`config.mk`:
```
export PLATFORM = sky130hd
export DESIGN_NAME = stkea_unit
export DESIGN_NICKNAME = d
export VERILOG_FILES = /design/src/rtl/stkea_pkg.sv /design/src/rtl/stkea_sp.sv /design/src/rtl/stkea_ctrl.sv /design/src/rtl/stkea_path.sv /design/src/rtl/stkea_unit.sv
export SDC_FILE = /design/constraint.sdc
export NUM_CORES = 1
export LEC_CHECK = 0
export BUFFER_PORTS_ARGS = -buffer_cell sky130_fd_sc_hd__buf_2
export CAP_MARGIN = 10
export CORE_ASPECT_RATIO = 1.1
export CORE_UTILIZATION = 40
export DETAILED_ROUTE_END_ITERATION = 6
export PLACE_DENSITY = 0.76
export SYNTH_ARGS = -nofsm -noshare
export SYNTH_HDL_FRONTEND = slang
export SYNTH_SLANG_ARGS = --single-unit
```
`constraint.sdc`:
```
create_clock -name clk -period 3.22 [get_ports clk]
set_clock_uncertainty 0.1 [all_clocks]
set_input_delay 0.322 -clock clk [delete_from_list [all_inputs] [get_ports clk]]
set_output_delay 0.322 -clock clk [all_outputs]
set_load 0.05 [all_outputs]
```
`src/rtl/stkea_pkg.sv`:
```
package stkea_pkg;

  typedef enum logic [2:0] {
    AM_IMM   = 3'd0,
    AM_SREL  = 3'd1,
    AM_XABS  = 3'd2,
    AM_YABS  = 3'd3,
    AM_AIND  = 3'd4,
    AM_SIND  = 3'd5,
    AM_SINDX = 3'd6,
    AM_SINDY = 3'd7
  } am_e;

  typedef enum logic [1:0] {
    SPC_HOLD = 2'd0,
    SPC_ADS  = 2'd1,
    SPC_TFA  = 2'd2,
    SPC_RSVD = 2'd3
  } spc_e;

  typedef enum logic [2:0] {
    PH_IDLE = 3'd0,
    PH_P1   = 3'd1,
    PH_P2   = 3'd2,
    PH_P3   = 3'd3,
    PH_DONE = 3'd4
  } ph_e;

  // cycles a mode costs beyond the base instruction time
  function automatic logic [1:0] am_extra(am_e m);
    case (m)
      AM_IMM:            return 2'd0;
      AM_SREL:           return 2'd1;
      AM_XABS, AM_YABS:  return 2'd2;
      default:           return 2'd3;
    endcase
  endfunction

  function automatic logic am_indirect(am_e m);
    return m[2];
  endfunction

  function automatic logic am_uses_x(am_e m);
    return (m == AM_XABS) || (m == AM_SINDX);
  endfunction

  function automatic logic am_uses_y(am_e m);
    return (m == AM_YABS) || (m == AM_SINDY);
  endfunction

endpackage

```
`src/rtl/stkea_sp.sv`:
```
module stkea_sp
  import stkea_pkg::*;
#(
  parameter int DATA_W = 8,
  parameter int SP_W   = 9
) (
  input  logic                     clk,
  input  logic                     rst_n,
  input  spc_e                     cmd,
  input  logic [DATA_W-1:0]        imm,
  input  logic [DATA_W-1:0]        a_in,
  input  logic [SP_W-DATA_W-1:0]   x_low,
  output logic [SP_W-1:0]          sp_q,
  output logic [DATA_W-1:0]        lea_hi,
  output logic [DATA_W-1:0]        lea_lo
);
  localparam int EXT_W = SP_W - DATA_W;
  localparam int PAD_W = 2 * DATA_W - SP_W;

  logic [SP_W-1:0] imm_sx;
  logic [SP_W-1:0] sp_d;

  assign imm_sx = {{EXT_W{imm[DATA_W-1]}}, imm};

  always_comb begin
    sp_d = sp_q;
    case (cmd)
      SPC_ADS: sp_d = sp_q + imm_sx;
      SPC_TFA: sp_d = {x_low, a_in};
      default: sp_d = sp_q;
    endcase
  end

  always_ff @(posedge clk) begin
    if (!rst_n) sp_q <= {SP_W{1'b1}};
    else        sp_q <= sp_d;
  end

  assign lea_hi = {{PAD_W{1'b0}}, sp_q[SP_W-1:DATA_W]};
  assign lea_lo = sp_q[DATA_W-1:0];

  // no command, no movement of the stack pointer
  assert_sp_hold_R13: assert property (@(posedge clk) disable iff (!rst_n)
    ((cmd == SPC_HOLD) || (cmd == SPC_RSVD)) |=> $stable(sp_q));

endmodule

```
`src/rtl/stkea_ctrl.sv`:
```
module stkea_ctrl
  import stkea_pkg::*;
(
  input  logic       clk,
  input  logic       rst_n,
  input  logic       req_valid,
  input  am_e        mode_in,
  output logic       req_ready,
  output logic       accept,
  output ph_e        phase,
  output am_e        mode_q,
  output logic       done,
  output logic [1:0] extra
);
  ph_e        ph_d;
  logic [2:0] lat_q;

  assign req_ready = (phase == PH_IDLE);
  assign accept    = req_valid && req_ready;
  assign done      = (phase == PH_DONE);
  assign extra     = am_extra(mode_q);

  always_comb begin
    ph_d = phase;
    case (phase)
      PH_IDLE: if (accept) ph_d = (mode_in == AM_IMM) ? PH_DONE : PH_P1;
      PH_P1:   ph_d = (mode_q == AM_SREL) ? PH_DONE : PH_P2;
      PH_P2:   ph_d = am_indirect(mode_q) ? PH_P3 : PH_DONE;
      PH_P3:   ph_d = PH_DONE;
      PH_DONE: ph_d = PH_IDLE;
      default: ph_d = PH_IDLE;
    endcase
  end

  always_ff @(posedge clk) begin
    if (!rst_n) begin
      phase  <= PH_IDLE;
      mode_q <= AM_IMM;
    end else begin
      phase <= ph_d;
      if (accept) mode_q <= mode_in;
    end
  end

  // edges elapsed since the request was taken
  always_ff @(posedge clk) begin
    if (!rst_n)                          lat_q <= 3'd0;
    else if (accept)                     lat_q <= 3'd1;
    else if (phase != PH_IDLE && lat_q != 3'd7) lat_q <= lat_q + 3'd1;
  end

  // strobe lands extra+1 edges after acceptance (covers R3, R4, R5, R6 too)
  assert_latency_R2: assert property (@(posedge clk) disable iff (!rst_n)
    done |-> (lat_q == ({1'b0, extra} + 3'd1)));

  assert_done_pulse_R7: assert property (@(posedge clk) disable iff (!rst_n)
    done |=> !done);

  assert_busy_after_accept_R8: assert property (@(posedge clk) disable iff (!rst_n)
    accept |=> !req_ready);

endmodule

```
`src/rtl/stkea_path.sv`:
```
module stkea_path
  import stkea_pkg::*;
#(
  parameter int DATA_W = 8,
  parameter int SP_W   = 9
) (
  input  logic                  clk,
  input  logic                  rst_n,
  input  logic                  accept,
  input  am_e                   mode_in,
  input  am_e                   mode_q,
  input  ph_e                   phase,
  input  logic                  done,
  input  logic [DATA_W-1:0]     op_lo,
  input  logic [DATA_W-1:0]     op_hi,
  input  logic [2*DATA_W-1:0]   pc,
  input  logic [SP_W-1:0]       sp_q,
  input  logic [DATA_W-1:0]     x_in,
  input  logic [DATA_W-1:0]     y_in,
  output logic                  mem_rd_en,
  output logic [2*DATA_W-1:0]   mem_addr,
  input  logic [DATA_W-1:0]     mem_rd_data,
  output logic [2*DATA_W-1:0]   ea_addr
);
  localparam int AW    = 2 * DATA_W;
  localparam int ZPAD  = AW - SP_W;

  logic [AW-1:0]     ptr_q, ptr_inc, opw_q, ea_q;
  logic [DATA_W-1:0] idx_q, lo_q;
  logic              cy_q;
  logic [SP_W-1:0]   stk_sum, stk_inc;

  logic [DATA_W-1:0] add_a, add_b;
  logic              add_ci;
  logic [DATA_W:0]   add_s;

  assign stk_sum = sp_q + {{(SP_W-DATA_W){1'b0}}, op_lo};
  assign stk_inc = ptr_q[SP_W-1:0] + 1'b1;
  assign ptr_inc = (mode_q == AM_AIND) ? ptr_q + 1'b1 : {{ZPAD{1'b0}}, stk_inc};

  // one byte-wide adder serves every phase
  always_comb begin
    add_a  = '0;
    add_b  = '0;
    add_ci = 1'b0;
    case (phase)
      PH_P1: begin
        add_a = opw_q[DATA_W-1:0];
        add_b = idx_q;
      end
      PH_P2: begin
        if (am_indirect(mode_q)) begin
          add_a = mem_rd_data;
          add_b = idx_q;
        end else begin
          add_a  = opw_q[AW-1:DATA_W];
          add_ci = cy_q;
        end
      end
      PH_P3: begin
        add_a  = mem_rd_data;
        add_ci = cy_q;
      end
      default: ;
    endcase
  end

  assign add_s = {1'b0, add_a} + {1'b0, add_b} + {{DATA_W{1'b0}}, add_ci};

  always_ff @(posedge clk) begin
    if (!rst_n) begin
      ptr_q <= '0;
      opw_q <= '0;
      ea_q  <= '0;
      idx_q <= '0;
      lo_q  <= '0;
      cy_q  <= 1'b0;
    end else begin
      if (accept) begin
        opw_q <= {op_hi, op_lo};
        ptr_q <= (mode_in == AM_AIND) ? {op_hi, op_lo} : {{ZPAD{1'b0}}, stk_sum};
        if (am_uses_x(mode_in))      idx_q <= x_in;
        else if (am_uses_y(mode_in)) idx_q <= y_in;
        else                         idx_q <= '0;
        if (mode_in == AM_IMM) ea_q <= pc;
      end
      case (phase)
        PH_P1: begin
          if (mode_q == AM_SREL)          ea_q <= ptr_q;
          else if (!am_indirect(mode_q)) {cy_q, lo_q} <= add_s;
        end
        PH_P2: begin
          if (am_indirect(mode_q)) {cy_q, lo_q} <= add_s;
          else                     ea_q <= {add_s[DATA_W-1:0], lo_q};
        end
        PH_P3: ea_q <= {add_s[DATA_W-1:0], lo_q};
        default: ;
      endcase
    end
  end

  assign mem_rd_en = am_indirect(mode_q) && ((phase == PH_P1) || (phase == PH_P2));
  assign mem_addr  = (phase == PH_P2) ? ptr_inc : ptr_q;
  assign ea_addr   = ea_q;

  assert_ea_held_R7: assert property (@(posedge clk) disable iff (!rst_n)
    done |=> $stable(ea_addr));

  // second pointer byte sits right after the first (low byte wraps)
  assert_ptr_bytes_adjacent_R6: assert property (@(posedge clk) disable iff (!rst_n)
    (mem_rd_en && $past(mem_rd_en)) |->
      (mem_addr[DATA_W-1:0] == $past(mem_addr[DATA_W-1:0]) + 1'b1));

endmodule

```
`src/rtl/stkea_unit.sv`:
```
module stkea_unit
  import stkea_pkg::*;
#(
  parameter int DATA_W = 8,
  parameter int SP_W   = 9
) (
  input  logic                clk,
  input  logic                rst_n,
  input  logic                req_valid,
  output logic                req_ready,
  input  logic [2:0]          req_mode,
  input  logic [DATA_W-1:0]   req_op_lo,
  input  logic [DATA_W-1:0]   req_op_hi,
  input  logic [2*DATA_W-1:0] req_pc,
  input  logic [DATA_W-1:0]   reg_a,
  input  logic [DATA_W-1:0]   reg_x,
  input  logic [DATA_W-1:0]   reg_y,
  input  logic [1:0]          sp_cmd,
  input  logic [DATA_W-1:0]   sp_imm,
  output logic                mem_rd_en,
  output logic [2*DATA_W-1:0] mem_addr,
  input  logic [DATA_W-1:0]   mem_rd_data,
  output logic                ea_done,
  output logic [2*DATA_W-1:0] ea_addr,
  output logic [1:0]          ea_extra,
  output logic [DATA_W-1:0]   lea_hi,
  output logic [DATA_W-1:0]   lea_lo
);
  localparam int XL_W = SP_W - DATA_W;

  am_e             mode_in, mode_q;
  ph_e             phase;
  logic            accept;
  logic [SP_W-1:0] sp_q;

  assign mode_in = am_e'(req_mode);

  stkea_sp #(.DATA_W(DATA_W), .SP_W(SP_W)) u_sp (
    .clk    (clk),
    .rst_n  (rst_n),
    .cmd    (spc_e'(sp_cmd)),
    .imm    (sp_imm),
    .a_in   (reg_a),
    .x_low  (reg_x[XL_W-1:0]),
    .sp_q   (sp_q),
    .lea_hi (lea_hi),
    .lea_lo (lea_lo)
  );

  stkea_ctrl u_ctrl (
    .clk       (clk),
    .rst_n     (rst_n),
    .req_valid (req_valid),
    .mode_in   (mode_in),
    .req_ready (req_ready),
    .accept    (accept),
    .phase     (phase),
    .mode_q    (mode_q),
    .done      (ea_done),
    .extra     (ea_extra)
  );

  stkea_path #(.DATA_W(DATA_W), .SP_W(SP_W)) u_path (
    .clk         (clk),
    .rst_n       (rst_n),
    .accept      (accept),
    .mode_in     (mode_in),
    .mode_q      (mode_q),
    .phase       (phase),
    .done        (ea_done),
    .op_lo       (req_op_lo),
    .op_hi       (req_op_hi),
    .pc          (req_pc),
    .sp_q        (sp_q),
    .x_in        (reg_x),
    .y_in        (reg_y),
    .mem_rd_en   (mem_rd_en),
    .mem_addr    (mem_addr),
    .mem_rd_data (mem_rd_data),
    .ea_addr     (ea_addr)
  );

endmodule

```
## Word level (Yosys, flattened, before mapping)

Cells that the tools add are included.

- Add/sub/neg operators: 6
- Equal/unequal tests: 19
- Multiplexer cells: 31
- Reductions and logical operators: 12

Operator list:

| kind | count |
|---|---|
| $mux W16 | 7 |
| $mux W8 | 7 |
| $pmux W16 S3 | 1 |
| $pmux W8 S2 | 2 |
| $pmux W8 S3 | 1 |
| $eq A3 B2 Y1 const B | 6 |
| $pmux W9 S2 | 1 |
| $add A16 B1 Y16 const B | 1 |
| $eq A3 B3 Y1 const B | 5 |
| $mux W3 | 4 |
| $pmux W3 S4 | 1 |
| $add A8 B8 Y9 | 1 |
| $add A9 B1 Y9 | 1 |
| $add A9 B1 Y9 const B | 1 |
| $add A9 B8 Y9 | 1 |
| $add A9 B9 Y9 | 1 |
| $logic_not A3 Y1 | 3 |
| $eq A3 B1 Y1 const B | 2 |
| $ne A2 B2 Y1 const B | 3 |
| $pmux W2 S3 | 1 |
| $mux W1 | 4 |
| $pmux W1 S2 | 2 |
| $reduce_and A4 Y1 | 1 |
| $reduce_bool A2 Y1 | 2 |
| 6 further kinds | 9 |

- Register bits after elaboration: 80
- Output and inout port bits: 53

## Depth between registers and ports, before layout

- Word-level depth: 7
- Depth in mapped cells: 14

## Cells and area by module

Synthesis repeated with hierarchy kept, for this count alone.

- Cells, all modules: 654
- Area total of the unflattened synthesis: 5316.3 µm²

Modules (own cells, without submodules):

| module | times used | cells each | area an instance (µm²) | seq. area each (µm²) |
|---|---|---|---|---|
| stkea_path | 1 | 496 | 4042.6 | 1301.2 |
| stkea_sp | 1 | 122 | 934.6 | 180.2 |
| stkea_ctrl | 1 | 36 | 339.1 | 120.1 |

## Least setup slack after synthesis

Ideal clock, no wire load.

- Kind: flip-flop to flip-flop
- Start point: register u_ctrl.phase[1]
- End point: register u_path.cy_q
- Setup time: 0.119 ns
- Data arrival time: 2.966 ns
- Data required time: 3.001 ns
- Setup slack: 0.034 ns
- Cell stages (with the launch flop): 15
- Path through: dfxtp_1 -> buf_2 -> nor3b_2 -> and2_1 -> clkbuf_1 -> a222oi_1 -> inv_1 -> fa_1 -> fa_1 -> a211oi_1 -> o21bai_1 -> a21oi_1 -> o21bai_1 -> a21oi_1 -> a21oi_1

- Cells in the longest elaborated chain, start to end: 7
- Elaborated cells on any way between the ends: 17
- Those cells by class: add/sub (2); eq/ne (6); mux (7); reduce/logical (2)

RTL lines:

| item | RTL line | RTL |
|---|---|---|
| start: declaration | stkea_ctrl.sv:10 | `output ph_e phase,` |
| start signal: assignment | stkea_ctrl.sv:40 | `phase <= ph_d;` |
| $eq A3 B2 Y1, or another cell as far along | stkea_path.sv:46 | `case (phase)` |
| $pmux W8 S3 / $pmux W8 S2 (equally long branches) | stkea_path.sv:46 |  |
| $add A8 B8 Y9 | stkea_path.sv:68 | `assign add_s = {1'b0, add_a} + {1'b0, add_b} + {{DATA_W{1'b0}}, add_ci};` |
| $add A9 B1 Y9 | stkea_path.sv:68 |  |
| $mux W1 | stkea_path.sv:90 | `else if (!am_indirect(mode_q)) {cy_q, lo_q} <= add_s;` |
| $mux W1 | stkea_path.sv:89 | `if (mode_q == AM_SREL) ea_q <= ptr_q;` |
| $pmux W1 S2 | stkea_path.sv:87 | `case (phase)` |
| end signal: assignment | stkea_path.sv:90 |  |
| end signal: assignment | stkea_path.sv:93 | `if (am_indirect(mode_q)) {cy_q, lo_q} <= add_s;` |
| end: declaration | stkea_path.sv:30 | `logic cy_q;` |

Several ways; a longest one is shown, not always the timed one. The select of a mux whose other input is x is not followed.
A chain may end at the register's enable or synchronous reset.

## Worst setup path after layout

- Start point: register u_ctrl.phase[1]
- End point: register u_path.ea_q[12] (netlist: u_path.ea_addr[12])

- Cells in the longest elaborated chain, start to end: 6
- Elaborated cells on any way between the ends: 14
- Those cells by class: add/sub (2); eq/ne (3); mux (7); reduce/logical (2)

RTL lines:

| item | RTL line | RTL |
|---|---|---|
| $eq A3 B2 Y1 / $eq A3 B1 Y1 (equally long branches) | stkea_path.sv:46, stkea_path.sv:87 |  |
| $pmux W8 S3 / $pmux W8 S2 (equally long branches) | stkea_path.sv:46 |  |
| $add A8 B8 Y9 | stkea_path.sv:68 |  |
| $add A9 B1 Y9 | stkea_path.sv:68 |  |
| $mux W16 | stkea_path.sv:93 |  |
| $pmux W16 S3 (*) | stkea_path.sv:87 |  |
| end signal: assignment | stkea_path.sv:89 |  |
| end signal: assignment | stkea_path.sv:94 | `else ea_q <= {add_s[DATA_W-1:0], lo_q};` |
| end signal: assignment | stkea_path.sv:96 | `PH_P3: ea_q <= {add_s[DATA_W-1:0], lo_q};` |
| end: declaration | stkea_path.sv:28 | `logic [AW-1:0] ptr_q, ptr_inc, opw_q, ea_q;` |

Mark *: on every way between the ends. The rest lies on a longest branch, timed or not.

==> metrics.txt <==
setup TNS 0 ps; Power Density 499 nW/um^2; #FFs+latches synth 80; clk sinks 80; Leakage Power 2.79 nW; global-route wire length before repair 21800 um; Setup crit end kind register; port buffer count 125; Post-Syn Area 5060 um^2; Peak Freq 337 MHz; gr ovfl total 0; final hold vios 0; CP arrival 3100 ps; syn_area_per_cell 8.22 um^2; Max-Cap Viols 0; worst vdd ir 0.250 mV; # H-tree levels 3; Final Cycle Share 92.2%; Nets 844; vias in the first global route 4516; via count 4851; min cycle time layout 2970 ps; Initial Util 41.5%; worst skew pair latency 340 ps; Routed Antenna Nets 0; Post-synth ARST share 0%; Post-synth EDFFs 0; Reg clk slew, reported paths 60 ps; commonest non-fill, non-tap cells in the layout 125 x buf_2, 89 x nand2_1, 79 x dfxtp_1; CTS tree done; Critical Path Source Type register; routability cong. 0.873; Die Y 120 um; io pins 133; WL/cell 15.4 um; DR vias/cell 5.41; initial antenna violation count 2; first drt pass iteration count 7; postcts setup bufs 0; DRC 0; Clock Path Buffers 2; most common cell after layout, fill and taps aside buf_2; row count 42; Worst Max-Slew Pin Slew 680 ps; CORE AREA 12200 um^2; Hold WC Path Type primary input to register; Top FF cell, synth dfxtp_1; HPWL Detailed 10700 um; final slew viol count 0; Routed WL 13800 um; largest net degree at the start of global routing 66; FILL cells 1154; CTS Buf Count 9; crit path kind register to register; Initial DRC Count 302; Synth warnings 0; Finish-stage setup viols 0; RSZ-0062 raised after global routing false; worst endpoint required time 3350 ps; GRT Util Overall 21.4%; die area 13100 um^2; final hold slack 149 ps; Clk Tree Root Cell clkbuf_16; critical path fanouts, max 9; Synth cell types 54; share of cells above drive strength 1 24.6%; Post-Synthesis Cells 616; post-synthesis sequential area ratio 31.6%; Die Span X 109 um; status completed; relative slew slack 54.1%; synthesis-to-layout area growth 21.9%
==> state kept, by name, indices dropped and copies added (netlist names), 3 cells and up <==
register / flops
u_sp.sp_q: 9
u_ctrl.mode_q: 3
u_path.lo_q: 8
u_ctrl.phase: 3
u_path.ea_addr: 16
u_path.idx_q: 8
u_path.opw_q: 16
u_path.ptr_q: 16
==> stage by stage <==
| step | power, mW | worst slack (ps) | util (%) | cells | instance area, um^2 |
|---|---|---|---|---|---|
| 2_1_floorplan | 1.82 | 34.2 | - | 622 | 5080 |
| 3_3_place_gp | 2.06 | 171 | 47.9 | 878 | 5840 |
| 3_5_place_dp | 2.07 | 129 | 47.9 | 878 | 5840 |
| 4_1_cts | 3.08 | 97.8 | 50.4 | 894 | 6140 |
| 5_1_grt | 3.23 | 32.5 | 50.6 | 895 | 6170 |
| 6_report | 3.08 | 252 | 50.6 | 896 | 6170 |
==> worst paths after layout <==
check / start / endpoint / slack (ps) / cells after the start
min: req_op_hi[2] / u_path.opw_q[10] / 150 / 3
min reg2reg: u_path.opw_q[4] / u_path.opw_q[4] / 360 / 2
max: u_ctrl.phase[1] / u_path.ea_addr[12] / 250 / 13
max reg2reg: u_ctrl.phase[1] / u_path.ea_addr[12] / 250 / 13
==> critical path: stages (launching register included) <==
cell and delay [ps]:
dfxtp_1 300, buf_4 170, nand2_1 140, nor2_1 80
a222oi_1 320, inv_1 110, fa_2 400, fa_2 390
a21o_1 180, a21oi_1 170, xnor2_1 110, a22oi_1 140
o21ai_0 90, and2_1 150
==> where the power goes <==
| group | internal [mW] | leakage (nW) | switching (mW) |
|---|---|---|---|
| Sequential | 1.07 | 0.654 | 0.0887 |
| Clock | 0.620 | 0.146 | 0.400 |
| Combinational | 0.325 | 1.99 | 0.575 |
| Total | 2.01 | 2.79 | 1.06 |
==> logic make-up after synthesis <==
family,after synthesis,synth area share (%)
AND/OR/NAND/NOR,212,20.7
AO/OA/AOI/OAI,174,23.3
flip-flops,80,31.6
buffers and inverters,63,5.71
adder cells (fa/ha/maj),29,7.76
XOR/XNOR,29,5.02
multiplexers,28,5.76
other,1,0.0741
==> cells in the mapped netlist, types with 15 or more instances <==
cell type   n  area share (%)
a21oi_1    27             2.7
ha_1       25             6.2
o21ai_0    39             3.9
nor2b_1    24             3.0
dfxtp_1    80              32
nor2_1     29             2.2
inv_1      22             1.6
a22oi_1    19             2.8
nand3_1    22             2.2
mux2i_1    19             3.8
xnor2_1    18             3.1
clkbuf_1   22             1.6
and2_1     15             1.9
a21boi_0   28             4.2
nand2_1    89             6.6
==> layout make-up <==
| cell class | instances | area, um^2 | share of cell area [%] |
|---|---|---|---|
| clock buffer | 11 | 243 | 3.93 |
| tap | 154 | 193 | 3.12 |
| timing repair buffer | 143 | 773 | 12.5 |
| clock inverter | 5 | 56.3 | 0.913 |
| sequential | 80 | 1600 | 26.0 |
| inverter | 22 | 82.6 | 1.34 |
| multi-input combinational | 479 | 3210 | 52.1 |
| antenna | 2 | 5.00 | 0.0811 |
==> repair_timing <==
| action | 4_1_cts | 5_1_grt |
|---|---|---|
| hold buffers | 0 | 0 |
| resized for setup | 0 | 6 |
| endpoints found under the hold margin | 0 | 0 |
| setup endpoints to repair | 0 | 4 |
==> per-layer routing <==
metal	global-route usage (%)	vias up	wire length, um	part of all wire (%)
met4	10.1	0	437	3.2
li1	-	2415	-	-
met3	4.29	29	967	7.0
met1	25.6	2235	5860	42
met2	36.0	172	6560	47
met5	0	-	0	0
Note: power is estimated with default switching activity, not from simulation.
